## src/rtl/pms_pkg.sv

```systemverilog
package pms_pkg;
  localparam int PD_W     = 6;
  localparam int PD_IRC   = 0;
  localparam int PD_BOD   = 2;
  localparam int PD_WDOSC = 3;

  localparam logic [1:0] SRC_IRC   = 2'd0;
  localparam logic [1:0] SRC_WDOSC = 2'd2;
  localparam logic [1:0] SEL_DEEP  = 2'd1;

  typedef enum logic [1:0] {
    PM_ACTIVE = 2'd0,
    PM_SLEEP  = 2'd1,
    PM_DEEP   = 2'd2
  } pm_state_e;

  typedef struct packed {
    logic            cpu_en;
    logic            sys_en;
    logic            wdt_en;
    logic            irc_out_en;
    logic            flash_stby;
    logic [PD_W-1:0] pd;
  } pm_out_t;
endpackage

```

## src/rtl/pms_wake_detect.sv

```systemverilog
module pms_wake_detect #(
  parameter int NUM_IRQ = 8
) (
  input  logic [NUM_IRQ-1:0] irq_i,
  input  logic [NUM_IRQ-1:0] irq_en_i,
  output logic               wake_o
);
  logic [NUM_IRQ-1:0] hit;

  for (genvar g = 0; g < NUM_IRQ; g++) begin : g_hit
    assign hit[g] = irq_i[g] & irq_en_i[g];
  end

  assign wake_o = |hit;
endmodule

```

## src/rtl/pms_deep_cfg.sv

```systemverilog
module pms_deep_cfg
  import pms_pkg::*;
(
  input  logic [1:0]      dslp_pd_i,
  input  logic            wdt_lock_i,
  input  logic [1:0]      wdt_src_i,
  output logic [PD_W-1:0] deep_pd_o,
  output logic            deep_wdt_en_o
);
  // Per-bit power-down level while in Deep-sleep.
  for (genvar g = 0; g < PD_W; g++) begin : g_pd
    if (g == PD_IRC) begin : g_irc
      assign deep_pd_o[g] = 1'b0;
    end else if (g == PD_BOD) begin : g_bod
      assign deep_pd_o[g] = dslp_pd_i[0];
    end else if (g == PD_WDOSC) begin : g_wdo
      assign deep_pd_o[g] = dslp_pd_i[1];
    end else begin : g_off
      assign deep_pd_o[g] = 1'b1;
    end
  end

  logic irc_locked;
  logic wdosc_live;

  assign irc_locked    = wdt_lock_i && (wdt_src_i == SRC_IRC);
  assign wdosc_live    = (wdt_src_i == SRC_WDOSC) && !dslp_pd_i[1];
  assign deep_wdt_en_o = irc_locked | wdosc_live;
endmodule

```

## src/rtl/pms_fsm.sv

```systemverilog
module pms_fsm
  import pms_pkg::*;
(
  input  logic       clk,
  input  logic       rst_n,
  input  logic       wfi_i,
  input  logic [1:0] mode_sel_i,
  input  logic [1:0] main_src_i,
  input  logic       wake_i,
  output pm_state_e  state_q_o,
  output pm_state_e  state_d_o,
  output logic       refused_o
);
  pm_state_e state_q, state_d;
  logic      ref_q, ref_d;
  logic      deep_req, clk_ok;

  assign deep_req = (mode_sel_i == SEL_DEEP);
  assign clk_ok   = (main_src_i == SRC_IRC);

  always_comb begin
    state_d = state_q;
    ref_d   = ref_q;
    unique case (state_q)
      PM_ACTIVE: begin
        if (wfi_i) begin
          ref_d = deep_req && !clk_ok && !wake_i;
          if (!wake_i) begin
            if (!deep_req)   state_d = PM_SLEEP;
            else if (clk_ok) state_d = PM_DEEP;
          end
        end
      end
      PM_SLEEP, PM_DEEP: begin
        if (wake_i) state_d = PM_ACTIVE;
      end
      default: state_d = PM_ACTIVE;
    endcase
  end

  always_ff @(posedge clk or negedge rst_n) begin
    if (!rst_n) begin
      state_q <= PM_ACTIVE;
      ref_q   <= 1'b0;
    end else begin
      state_q <= state_d;
      ref_q   <= ref_d;
    end
  end

  assign state_q_o = state_q;
  assign state_d_o = state_d;
  assign refused_o = ref_q;

  p_no_entry_without_wfi_r2: assert property (@(posedge clk) disable iff (!rst_n)
    (state_q == PM_ACTIVE && !wfi_i) |=> (state_q == PM_ACTIVE));

  p_pending_blocks_r8: assert property (@(posedge clk) disable iff (!rst_n)
    (state_q == PM_ACTIVE && wfi_i && wake_i) |=> (state_q == PM_ACTIVE));

  p_refused_stays_r9: assert property (@(posedge clk) disable iff (!rst_n)
    (state_q == PM_ACTIVE && wfi_i && deep_req && !clk_ok && !wake_i)
      |=> (state_q == PM_ACTIVE && ref_q));

  p_wake_returns_r7: assert property (@(posedge clk) disable iff (!rst_n)
    (state_q != PM_ACTIVE && wake_i) |=> (state_q == PM_ACTIVE));
endmodule

```

## src/rtl/pms_out_reg.sv

```systemverilog
module pms_out_reg
  import pms_pkg::*;
#(
  parameter logic [PD_W-1:0] PD_RST = 6'b111000
) (
  input  logic            clk,
  input  logic            rst_n,
  input  pm_state_e       state_q_i,
  input  pm_state_e       state_d_i,
  input  logic [PD_W-1:0] run_pd_i,
  input  logic [PD_W-1:0] deep_pd_i,
  input  logic            deep_wdt_en_i,
  output pm_out_t         out_o
);
  pm_out_t out_q, out_d;

  always_comb begin
    out_d = out_q;
    unique case (state_d_i)
      PM_ACTIVE: begin
        out_d = '{cpu_en: 1'b1, sys_en: 1'b1, wdt_en: 1'b1, irc_out_en: 1'b1,
                  flash_stby: 1'b0, pd: run_pd_i};
      end
      PM_SLEEP: begin
        out_d = '{cpu_en: 1'b0, sys_en: 1'b1, wdt_en: 1'b1, irc_out_en: 1'b1,
                  flash_stby: 1'b0, pd: run_pd_i};
      end
      PM_DEEP: begin
        // Configuration is captured on the entry edge only and held after.
        if (state_q_i != PM_DEEP) begin
          out_d = '{cpu_en: 1'b0, sys_en: 1'b0, wdt_en: deep_wdt_en_i,
                    irc_out_en: 1'b0, flash_stby: 1'b1, pd: deep_pd_i};
        end
      end
      default: out_d = out_q;
    endcase
  end

  always_ff @(posedge clk or negedge rst_n) begin
    if (!rst_n) begin
      out_q <= '{cpu_en: 1'b1, sys_en: 1'b1, wdt_en: 1'b1, irc_out_en: 1'b1,
                 flash_stby: 1'b0, pd: PD_RST};
    end else begin
      out_q <= out_d;
    end
  end

  assign out_o = out_q;

  logic past_ok;
  always_ff @(posedge clk or negedge rst_n) begin
    if (!rst_n) past_ok <= 1'b0;
    else        past_ok <= 1'b1;
  end

  p_sleep_gates_cpu_only_r3: assert property (@(posedge clk) disable iff (!rst_n)
    (state_q_i == PM_SLEEP) |-> (!out_q.cpu_en && out_q.sys_en && out_q.wdt_en
                                 && out_q.irc_out_en && !out_q.flash_stby));

  p_deep_gates_main_r4: assert property (@(posedge clk) disable iff (!rst_n)
    (state_q_i == PM_DEEP) |-> (!out_q.cpu_en && !out_q.sys_en
                                && !out_q.irc_out_en && out_q.flash_stby));

  p_deep_irc_powered_r5: assert property (@(posedge clk) disable iff (!rst_n)
    (state_q_i == PM_DEEP) |-> !out_q.pd[PD_IRC]);

  p_wake_restores_run_r7: assert property (@(posedge clk) disable iff (!rst_n)
    (past_ok && state_q_i == PM_ACTIVE && $past(state_q_i) != PM_ACTIVE)
      |-> (out_q.pd == $past(run_pd_i) && out_q.cpu_en && out_q.sys_en));

  p_enables_follow_mode_r10: assert property (@(posedge clk) disable iff (!rst_n)
    (past_ok && state_q_i == $past(state_q_i))
      |-> ($stable(out_q.cpu_en) && $stable(out_q.sys_en) && $stable(out_q.wdt_en)
           && $stable(out_q.irc_out_en) && $stable(out_q.flash_stby)));
endmodule

```

## src/rtl/pwr_mode_seq.sv

```systemverilog
module pwr_mode_seq
  import pms_pkg::*;
#(
  parameter int               NUM_IRQ = 8,
  parameter logic [PD_W-1:0]  PD_RST  = 6'b111000
) (
  input  logic               clk,
  input  logic               rst_n,
  input  logic               wfi_i,
  input  logic [1:0]         mode_sel_i,
  input  logic [1:0]         main_src_i,
  input  logic [1:0]         wdt_src_i,
  input  logic               wdt_lock_i,
  input  logic [1:0]         dslp_pd_i,
  input  logic [PD_W-1:0]    run_pd_i,
  input  logic [NUM_IRQ-1:0] irq_i,
  input  logic [NUM_IRQ-1:0] irq_en_i,
  output logic [1:0]         mode_o,
  output logic               cpu_clk_en_o,
  output logic               sys_clk_en_o,
  output logic               wdt_clk_en_o,
  output logic               irc_out_en_o,
  output logic               flash_stby_o,
  output logic [PD_W-1:0]    pd_o,
  output logic               refused_o
);
  logic            wake;
  pm_state_e       st_q, st_d;
  logic [PD_W-1:0] deep_pd;
  logic            deep_wdt_en;
  pm_out_t         outs;

  pms_wake_detect #(.NUM_IRQ(NUM_IRQ)) u_wake (
    .irq_i    (irq_i),
    .irq_en_i (irq_en_i),
    .wake_o   (wake)
  );

  pms_fsm u_fsm (
    .clk        (clk),
    .rst_n      (rst_n),
    .wfi_i      (wfi_i),
    .mode_sel_i (mode_sel_i),
    .main_src_i (main_src_i),
    .wake_i     (wake),
    .state_q_o  (st_q),
    .state_d_o  (st_d),
    .refused_o  (refused_o)
  );

  pms_deep_cfg u_deep (
    .dslp_pd_i     (dslp_pd_i),
    .wdt_lock_i    (wdt_lock_i),
    .wdt_src_i     (wdt_src_i),
    .deep_pd_o     (deep_pd),
    .deep_wdt_en_o (deep_wdt_en)
  );

  pms_out_reg #(.PD_RST(PD_RST)) u_out (
    .clk           (clk),
    .rst_n         (rst_n),
    .state_q_i     (st_q),
    .state_d_i     (st_d),
    .run_pd_i      (run_pd_i),
    .deep_pd_i     (deep_pd),
    .deep_wdt_en_i (deep_wdt_en),
    .out_o         (outs)
  );

  assign mode_o       = st_q;
  assign cpu_clk_en_o = outs.cpu_en;
  assign sys_clk_en_o = outs.sys_en;
  assign wdt_clk_en_o = outs.wdt_en;
  assign irc_out_en_o = outs.irc_out_en;
  assign flash_stby_o = outs.flash_stby;
  assign pd_o         = outs.pd;

  logic past_ok;
  always_ff @(posedge clk or negedge rst_n) begin
    if (!rst_n) past_ok <= 1'b0;
    else        past_ok <= 1'b1;
  end

  p_deep_mask_bits_r5: assert property (@(posedge clk) disable iff (!rst_n)
    (past_ok && mode_o == PM_DEEP && $past(mode_o) != PM_DEEP)
      |-> (pd_o[PD_BOD] == $past(dslp_pd_i[0]) && pd_o[PD_WDOSC] == $past(dslp_pd_i[1])));

  p_locked_irc_clocks_wdt_r6: assert property (@(posedge clk) disable iff (!rst_n)
    (past_ok && mode_o == PM_DEEP && $past(mode_o) != PM_DEEP
     && $past(wdt_lock_i) && $past(wdt_src_i) == SRC_IRC) |-> wdt_clk_en_o);
endmodule

```

## config.mk

```make
export PLATFORM = sky130hd
export DESIGN_NAME = pwr_mode_seq
export DESIGN_NICKNAME = d
export VERILOG_FILES = /design/src/rtl/pms_pkg.sv /design/src/rtl/pms_wake_detect.sv /design/src/rtl/pms_deep_cfg.sv /design/src/rtl/pms_fsm.sv /design/src/rtl/pms_out_reg.sv /design/src/rtl/pwr_mode_seq.sv
export SDC_FILE = /design/constraint.sdc
export NUM_CORES = 1
export LEC_CHECK = 0
export ABC_AREA = 1
export ABC_CLOCK_PERIOD_IN_PS = 2400
export BUFFER_PORTS_ARGS = -buffer_cell sky130_fd_sc_hd__buf_2
export CAP_MARGIN = 20
export CELL_PAD_IN_SITES_DETAIL_PLACEMENT = 1
export CELL_PAD_IN_SITES_GLOBAL_PLACEMENT = 1
export CORE_MARGIN = 2
export CORE_UTILIZATION = 29
export CTS_CLUSTER_DIAMETER = 40
export DETAILED_ROUTE_END_ITERATION = 12
export PLACE_DENSITY = 0.75
export SYNTH_ARGS = -nofsm -noshare
export SYNTH_HDL_FRONTEND = slang
export SYNTH_SLANG_ARGS = --single-unit
```

## constraint.sdc

```tcl
create_clock -name clk -period 2.4 [get_ports clk]
set_input_delay 0.48 -clock clk [delete_from_list [all_inputs] [get_ports clk]]
set_output_delay 0.48 -clock clk [all_outputs]
set_load 0.02 [all_outputs]
```

==> impl_metrics.ini, run 1 <==
[pwr]
pwr-share-clk_pct = 14.6
power.density_nw_per_um2 = 800
p_sw_uw = 394
swShare_pct = 43.0
seq_power_share_pct = 36.1
p_int_uw = 522
power_uw = 916
power_frac_comb_pct = 49.3
power_leakage_nw = 0.617
peakVddDrop_mv = 0.413

[clock_tree]
cts_buffers = 3
root_buffer = clkbuf_4
cts_setup_buffers = 0
cts_htree_levels = 1
postCtsHoldBufs = 0
cts_sinks = 13
path_clk_slew_ps = 80
post_cts_resize_count = 0
worstSkewPairLatency_ps = 270
cts.path.max_buffers = 2
cts_tree = done

[grt]
grt_pass1_wl_mm = 3.96
grt-ovfl-total = 0
grt_pass1_vias = 947
grt_max_degree = 14
grtUsageTotal_pct = 15.3
antenna_found_initial = 0

[place]
dp_hpwl_mm = 1.95
gp_congestion = 0.775
dpl_worst_slack_ps = 129
io_buffers = 47

[critical_path]
crit_fanout = 6
cp-start-kind = flop
worstSetupPathType = flop to flop
crit_required_ps = 2610
cp-end-kind = flop
path_cells = inv_1 > ha_1 > nand3_2 > nor2_2 > a21oi_1 > nor2_2 > ha_1 > nor2_1 > inv_1 > a21oi_1 > a21oi_1
path_common_cell = a21oi_1
worstPathArrival_ps = 2270
cp_slowest_cell = dfrtp_1
max_stage_delay_ps = 410

[floorplan]
die_w_um = 57.9
start_util_pct = 30.5
core_um2 = 2760
ios = 48
rows = 19
die_h_um = 57.9
die_area_um2 = 3350

[sta]
fin_crit_sh_pct = 86.2
slew_headroom_pct = 80.3
fin_ws_ps = 331
clock_skew_ps = 3.44
fmax_mhz = 483
tightest_slew_ps = 296
setup_tns_ps = 0
final-setup-viol-count = 0
min_period_ps = 2070
maxSlewViolCount = 0
rsz0062_at_grt = false
hold_violations = 0

[synth]
synth_edf_count = 0
async_flop_share_pct = 100
syn_nets = 149
ys_warn_count = 0
ys_seq_elements = 13
synth_top_area_share_pct = 20.8
yosys.cell_types.count = 21
syn-cell-area_um2 = 842
synth_largest_area_cell = dfrtp_1
avgSynthCellArea_um2 = 7.80
yosys-top-cells-count = nand2_1, inv_1, nor2_1
yosysSeqAreaShare_pct = 39.5
synth_cells = 108
synthFlopType = dfrtp_1
synth.most_common_cell = nand2_1
synth_area_leaders = dfrtp_1, dfstp_2, nand2_1, ha_1, inv_1

[layout]
n_antenna_cell = 0
drive_gt1_share_pct = 43.4
syn_to_final_growth_pct = 36.0
fillers = 361
final_nets = 201

[drt]
vias = 906
drc = 0
first_pass_iters = 4
drt_iter0_markers = 24
wire_per_inst_um = 12.0
drtAntennaViolNets = 0
viasPerCell = 4.77
totalWireLength_mm = 2.27

[job]
drv_cap = 0

[run_status]
status = finished clean

[hold_path]
worst_hold_path_type = input pin to async pin
[cell type report]
cell class / count / area, um^2 / area share (%)
Multi-Input combinational cell: 83 / 459 / 40.1
Sequential cell: 13 / 333 / 29.1
Tap cell: 31 / 38.8 / 3.39
Inverter: 10 / 37.5 / 3.28
Clock buffer: 4 / 26.3 / 2.30
Timing Repair Buffer: 49 / 250 / 21.9
[state kept, by name, summed over array words and instances (netlist names)]
name	flops
u_out.out_o	10
u_fsm.refused_o	1
u_fsm.state_q_o	2
[cells by family (layout without fill, tap and decap cells)]
group,Yosys count,after routing,share of synthesized area (%)
simple gates,60,60,32.8
compound gates,16,16,11.0
flops,13,13,39.5
buf+inv,12,63,6.24
fa+ha+maj,7,7,10.4
[path summary, 6_finish.rpt]
kind,from,cells past startpoint,slack (ps),end
setup / recovery,u_fsm.state_q_o[0]$_DFF_PN0_,11,330,u_out.out_o[3]$_DFFE_PN1P_
hold / removal,rst_n,1,80,u_fsm.state_q_o[1]$_DFF_PN0_
setup reg to reg,u_fsm.state_q_o[0]$_DFF_PN0_,11,330,u_out.out_o[3]$_DFFE_PN1P_
hold reg to reg,u_out.out_o[4]$_DFFE_PN1P_,2,470,u_out.out_o[4]$_DFFE_PN1P_
max in group asynchronous,rst_n,1,2040,u_out.out_o[7]$_DFFE_PN1P_
min in group clk,run_pd_i[0],3,440,u_out.out_o[0]$_DFFE_PN0P_
[critical path, delay by kind of cell, from the launching register on]
kind | cells | cell delay (ps)
AOI/OAI and AO/OA | 3 | 370
DFF | 1 | 410
adders and majority gates | 2 | 560
and+or+nand+nor | 4 | 370
buffers and inverters | 2 | 280
[through the flow]
step	utilization [%]	hold WS [ps]	area [um^2]	instances
detailed placement	40.5	387	1120	186
floorplan	-	184	842	108
finish	41.5	80.6	1140	190
global route	41.5	85.9	1140	190
global placement	40.5	378	1120	186
CTS	41.4	80.6	1140	190
[power groups by stage]
stage | registers [mW] | logic, mW | clock network (mW)
2_1_floorplan | 0.408 | 0.227 | 0
3_3_place_gp | 0.332 | 0.441 | 0
3_5_place_dp | 0.336 | 0.457 | 0
4_1_cts | 0.332 | 0.458 | 0.144
5_1_grt | 0.341 | 0.511 | 0.148
6_report | 0.331 | 0.452 | 0.134
[placed cells by master (no fill, tap or decap)]
cell,n
buf_2,47
nand2_2,3
buf_4,2
inv_1,9
inv_2,1
nand3_1,5
o31ai_1,1
dfstp_2,6
clkbuf_4,3
nor2_1,8
ha_1,7
nand2_1,36
nand3_2,1
o2111ai_1,1
a21oi_1,5
clkbuf_1,1
nand4_2,1
dfrtp_1,7
a21oi_2,1
o21ai_0,6
nor2_2,2
nand4_1,2
a31oi_1,2
nor2_4,2
[metal layers]
metal	global-route usage [%]	vias up	wire [um]
li1	-	450	-
met1	17.1	413	886
met2	28.7	39	1190
met3	1.12	4	154
met4	7.97	0	44
met5	0	-	0
Power figures use the tool's default switching activity.
==> run 2, diff against run 1 <==
- RECOVER_POWER: unset -> 50
==> run 2 against run 1 <==
  * Core utilization is 0.32 points lower
  * Worst hold slack better by 140 ps
  * Clock skew rose by 0.98 ps
  * Die area stayed put
  * Clock-buffer cell count stayed put
  * Clock power about the same
  * Sequential power about the same
  * Setup slack worse by 1.5 ps
  * Critical path depth did not move
  * Critical endpoint unchanged
  * Largest cell class unchanged
  * Largest power group unchanged
==> impl_metrics.ini, run 2 (same netlist as run 1, synthesis figures left out) <==
[clock_tree]
cts_htree_levels = 1
postCtsHoldBufs = 0
cts_sinks = 13
cts_buffers = 3
cts_tree = done
root_buffer = clkbuf_4
cts_setup_buffers = 0
path_clk_slew_ps = 80
worstSkewPairLatency_ps = 270
cts.path.max_buffers = 2

[critical_path]
worstSetupPathType = flop to flop
crit_fanout = 6
cp-start-kind = flop
crit_required_ps = 2610
worstPathArrival_ps = 2280
ff2ff_setup_slack_ps = 330
cp-end-kind = flop

[pwr]
p_sw_uw = 396
seq_power_share_pct = 36.5
peakVddDrop_mv = 0.404
pwr-share-clk_pct = 14.8
power_frac_comb_pct = 48.8
p_int_uw = 514
swShare_pct = 43.5
power_leakage_nw = 0.593
power.density_nw_per_um2 = 801

[sta]
clock_skew_ps = 4.42
min_period_ps = 2070
maxSlewViolCount = 0
fmax_mhz = 483
setup_tns_ps = 0
rsz0062_at_grt = false
fin_hold_ws_ps = 221
tightest_slew_ps = 699
fin_crit_sh_pct = 86.3
slew_headroom_pct = 53.4
hold_violations = 0
final-setup-viol-count = 0

[layout]
layout_commonest_cell = buf_2
fin_area_um2 = 1140
fillers = 361
drive_gt1_share_pct = 39.0
final_nets = 201
syn_to_final_growth_pct = 34.9
largest_register_ffs = 10
final_util_pct = 41.2
n_antenna_cell = 0
final_cell_mix = buf_2, nand2_1, inv_1, nor2_1, clkbuf_1
final_cells = 190

[drt]
drc = 0
drt_iter0_markers = 21
first_pass_iters = 4
drtAntennaViolNets = 0
totalWireLength_mm = 2.28
viasPerCell = 4.76
wire_per_inst_um = 12.0
vias = 904

[floorplan]
core_um2 = 2760
die_h_um = 57.9
rows = 19
die_area_um2 = 3350
die_w_um = 57.9
start_util_pct = 30.5
ios = 48

[place]
gp_congestion = 0.775
io_buffers = 47
placed_area_um2 = 1120
dp_hpwl_mm = 1.95
dp_cells = 186

[grt]
grt_pass1_vias = 947
grt_max_degree = 14
grt_pass1_wl_mm = 3.96
grtUsageTotal_pct = 15.3
antenna_found_initial = 0
grt-ovfl-total = 0

[hold_path]
worst_hold_path_type = input pin to async pin

[run_status]
status = finished clean

[job]
drv_cap = 0
-- run 2: cell type report --
cell class | count | area (um^2) | share of cell area [%]
multi-input combinational | 83 | 459 | 40.4
sequential | 13 | 333 | 29.3
timing repair buffer | 49 | 241 | 21.3
tap | 31 | 38.8 | 3.41
inverter | 10 | 37.5 | 3.30
clock buffer | 4 | 26.3 | 2.31
-- run 2: metrics by stage --
stage / setup slack, ps / total power, mW
3_3_place_gp: 274 / 0.772
3_5_place_dp: 129 / 0.793
4_1_cts: 211 / 0.934
6_report: 330 / 0.910
5_1_grt: 48.9 / 0.993
2_1_floorplan: 314 / 0.635
-- run 2: path summary, 6_finish.rpt --
path                                               from                      endpoint  cells past startpoint
setup / recovery           u_fsm.state_q_o[0]$_DFF_PN0_    u_out.out_o[3]$_DFFE_PN1P_                     11
hold / removal                                    rst_n  u_fsm.state_q_o[1]$_DFF_PN0_                      1
setup reg to reg           u_fsm.state_q_o[0]$_DFF_PN0_    u_out.out_o[3]$_DFFE_PN1P_                     11
hold reg to reg              u_out.out_o[4]$_DFFE_PN1P_    u_out.out_o[4]$_DFFE_PN1P_                      2
max in group asynchronous                         rst_n    u_out.out_o[1]$_DFFE_PN0P_                      1
min in group clk                            run_pd_i[0]    u_out.out_o[0]$_DFFE_PN0P_                      3
-- run 2: repair_timing --
item                                    4_1_cts  5_1_grt
endpoints found under the hold margin         0        0
endpoints found under the setup margin        0        1
gates resized for setup                       0        1
-- run 2: per-layer routing --
layer	vias to the layer above	global-route usage, %	wire length, um
met5	-	0	0
met4	0	7.97	44
met3	4	1.12	146
met2	35	28.7	1180
met1	413	17.1	906
li1	452	-	-
-- run 2: critical path, cell delays in order, from the launching register on --
cell and delay (ps):
dfrtp_1 410, inv_1 180, ha_1 270, nand3_2 100, nor2_2 40, a21oi_1 150
nor2_2 80, ha_1 290, nor2_1 150, inv_1 100, a21oi_1 150, a21oi_1 70
-- run 2: power groups by stage --
stage | clock network (mW) | logic [mW] | registers [mW]
5_1_grt | 0.148 | 0.503 | 0.343
3_3_place_gp | 0 | 0.441 | 0.332
6_report | 0.135 | 0.444 | 0.332
3_5_place_dp | 0 | 0.457 | 0.336
2_1_floorplan | 0 | 0.227 | 0.408
4_1_cts | 0.144 | 0.458 | 0.332
==> run 3, diff against run 2 <==
- ABC_AREA: 1 -> unset
==> run 3 against run 2 <==
  * First-iteration DRC count fell by 67%
  * Sequential share of layout area is 0.35 points lower
  * Core utilization increased by 4.4 points
==> impl_metrics.ini, run 3 <==
[critical_path]
cp_slowest_cell = dfrtp_1
cp-start-kind = flop
worst-r2r-cell-count = 11
worstPathArrival_ps = 2430
crit_fanout = 4
crit_family = compound AO/OA/AOI/OAI gates
path_buf_inv = 2
crit_required_ps = 2600
reg2reg_to = u_out.out_o[8]$_DFFE_PN1P_
cp-end-kind = flop
worstSetupPathType = flop to flop
ff2ff_setup_slack_ps = 170
r2r-start = u_fsm.state_q_o[0]$_DFF_PN0_
path_cells = inv_1 > ha_2 > nand2_2 > o21ai_1 > nand2_1 > a21o_1 > ha_1 > or2_4 > buf_4 > a31oi_1 > o21ai_0
max_stage_delay_ps = 390

[place]
io_buffers = 47
placed_area_um2 = 1100
gp_congestion = 0.750
dp_hpwl_mm = 1.91

[clock_tree]
path_clk_slew_ps = 80
root_buffer = clkbuf_4
cts_sinks = 13
cts_htree_levels = 1
worstSkewPairLatency_ps = 270
cts.path.max_buffers = 2
postCtsHoldBufs = 0
cts_buffers = 3
cts_tree = done

[synth]
synth_area_leaders = dfrtp_1, dfstp_2, ha_1, nand2_1, o21ai_0
synth_xor_area_share_pct = 0
syn-cell-area_um2 = 782
synth-adder-area-share_pct = 11.2
synth_largest_area_cell = dfrtp_1
synth_top_area_share_pct = 22.4
synthSimpleGateAreaFrac_pct = 19.2
ys_seq_elements = 13
yosys-top-cells-count = nand2_1, dfrtp_1, ha_1
syn_nets = 127
synthFlopType = dfrtp_1
synth_top_family_by_area = compound AO/OA/AOI/OAI gates
yosysSeqAreaShare_pct = 42.6
synth_compound_area_share_pct = 20.5
synth_edf_count = 0
synth.area.mux_share_pct = 1.28
async_flop_share_pct = 100
synth.most_common_cell = nand2_1
ys_warn_count = 0
yosys.cell_types.count = 27
synth_cells = 86
avgSynthCellArea_um2 = 9.09

[sta]
slew_headroom_pct = 53.5
min_period_ps = 2230
fin_crit_sh_pct = 93.0
fmax_mhz = 448
hold_violations = 0
final-setup-viol-count = 0
tightest_slew_ps = 698
maxSlewViolCount = 0
rsz0062_at_grt = false
clock_skew_ps = 2.66

[drt]
wire_per_inst_um = 13.3
totalWireLength_mm = 2.30
vias = 851
drt_iter0_markers = 7
viasPerCell = 4.92
drc = 0
drtAntennaViolNets = 0
first_pass_iters = 2

[grt]
grt_pass1_wl_mm = 3.80
grt_pass1_vias = 837
grt-ovfl-total = 0
antenna_found_initial = 0
grt_max_degree = 14
grtUsageTotal_pct = 15.6

[floorplan]
rows = 18
core_um2 = 2520
start_util_pct = 31.0
ios = 48
die_area_um2 = 3130
die_h_um = 55.9
die_w_um = 55.9

[layout]
final_nets = 185
fin_area_um2 = 1150
final_cell_mix = buf_2, nand2_1, buf_4, clkbuf_1, dfrtp_1
layout_commonest_cell = buf_2
syn_to_final_growth_pct = 47.0
largest_register_ffs = 10
drive_gt1_share_pct = 46.9
n_antenna_cell = 0

[pwr]
swShare_pct = 37.6
power_uw = 837
power.density_nw_per_um2 = 728
p_int_uw = 522
power_frac_comb_pct = 47.1
peakVddDrop_mv = 0.329
seq_power_share_pct = 36.9
pwr-share-clk_pct = 16.0
power_leakage_nw = 0.590
p_sw_uw = 315

[hold_path]
worst_hold_path_type = input pin to async pin

[job]
drv_cap = 0

[run_status]
status = finished clean
-- run 3: cell count changes in the layout (fill, tap and decap cells not counted), moves of 3 or more --
| cell | before | now |
|---|---|---|
| nand2_1 | 36 | 20 |
| buf_4 | 2 | 9 |
| a22oi_1 | 0 | 4 |
| inv_1 | 9 | 5 |
| nand3_1 | 5 | 1 |
| a21oi_1 | 5 | 2 |
-- run 3: how the worst max path moves through the flow --
stage / slack (ps) / depth (start not counted) / endpoint / from
floorplan: 10 / 9 / u_out.out_o[2]$_DFFE_PN0P_ / irq_i[4]
global placement: -60 / 9 / u_out.out_o[2]$_DFFE_PN0P_ / irq_i[4]
detailed placement: -170 / 9 / u_out.out_o[2]$_DFFE_PN0P_ / irq_i[4]
CTS: 20 / 10 / u_out.out_o[2]$_DFFE_PN0P_ / u_fsm.state_q_o[0]$_DFF_PN0_
global route: 40 / 11 / u_out.out_o[8]$_DFFE_PN1P_ / u_fsm.state_q_o[0]$_DFF_PN0_
finish: 170 / 11 / u_out.out_o[8]$_DFFE_PN1P_ / u_fsm.state_q_o[0]$_DFF_PN0_
-- run 3: power by group through the flow --
stage	clock network, mW	logic, mW	registers, mW
2_1_floorplan	0	0.149	0.377
3_3_place_gp	0	0.359	0.310
3_5_place_dp	0	0.376	0.313
4_1_cts	0.138	0.378	0.310
5_1_grt	0.154	0.430	0.317
6_report	0.134	0.394	0.309
-- run 3: per-stage QoR --
step / util (%) / std cells / TNS [ps] / hold slack [ps] / setup slack [ps]
final: 45.6 / 173 / 0 / 220 / 167
after global routing: 45.6 / 173 / 0 / 239 / 39.6
after CTS: 44.8 / 173 / 0 / 82.0 / 20.0
after detailed placement: 43.8 / 169 / -1030 / 381 / -168
after global placement: 43.8 / 169 / -309 / 380 / -55.3
after floorplan: - / 86 / 0 / 184 / 9.54
-- run 3: logic make-up after synthesis --
group	count (synthesis)
AND/OR/NAND/NOR	34
AO/OA/AOI/OAI	23
flip-flops	13
buffers and inverters	8
adder cells (fa/ha/maj)	7
multiplexers	1
-- run 3: timing repair --
action                                  in CTS  in global routing
resized for setup                            1                  6
endpoints found under the hold margin        0                  0
endpoints found under the setup margin       1                  9
buffers inserted                             0                  0
pin swaps                                    0                  2
-- run 3: final cells by class --
type                            count  area, um^2
Sequential cell                    13         333
Fill cell                         319        1370
Tap cell                           30        37.5
Timing Repair Buffer               56         294
Clock buffer                        4        26.3
Inverter                            5        18.8
Multi-Input combinational cell     65         440
-- run 3: layer usage --
layer,up-vias,part of all wire (%),GRT usage [%]
met5,-,0,0
met4,0,1.8,7.14
met3,4,4.6,3.49
met2,26,53,26.2
met1,408,40,18.8
li1,413,-,-
-- run 3: worst reg2reg max path, delay by kind of cell, from the launching register on --
family	cells	cell delay [ps]
DFF	1	390
buffers and inverters	2	230
adders and majority gates	2	510
and+or+nand+nor	3	450
AOI/OAI and AO/OA	4	590
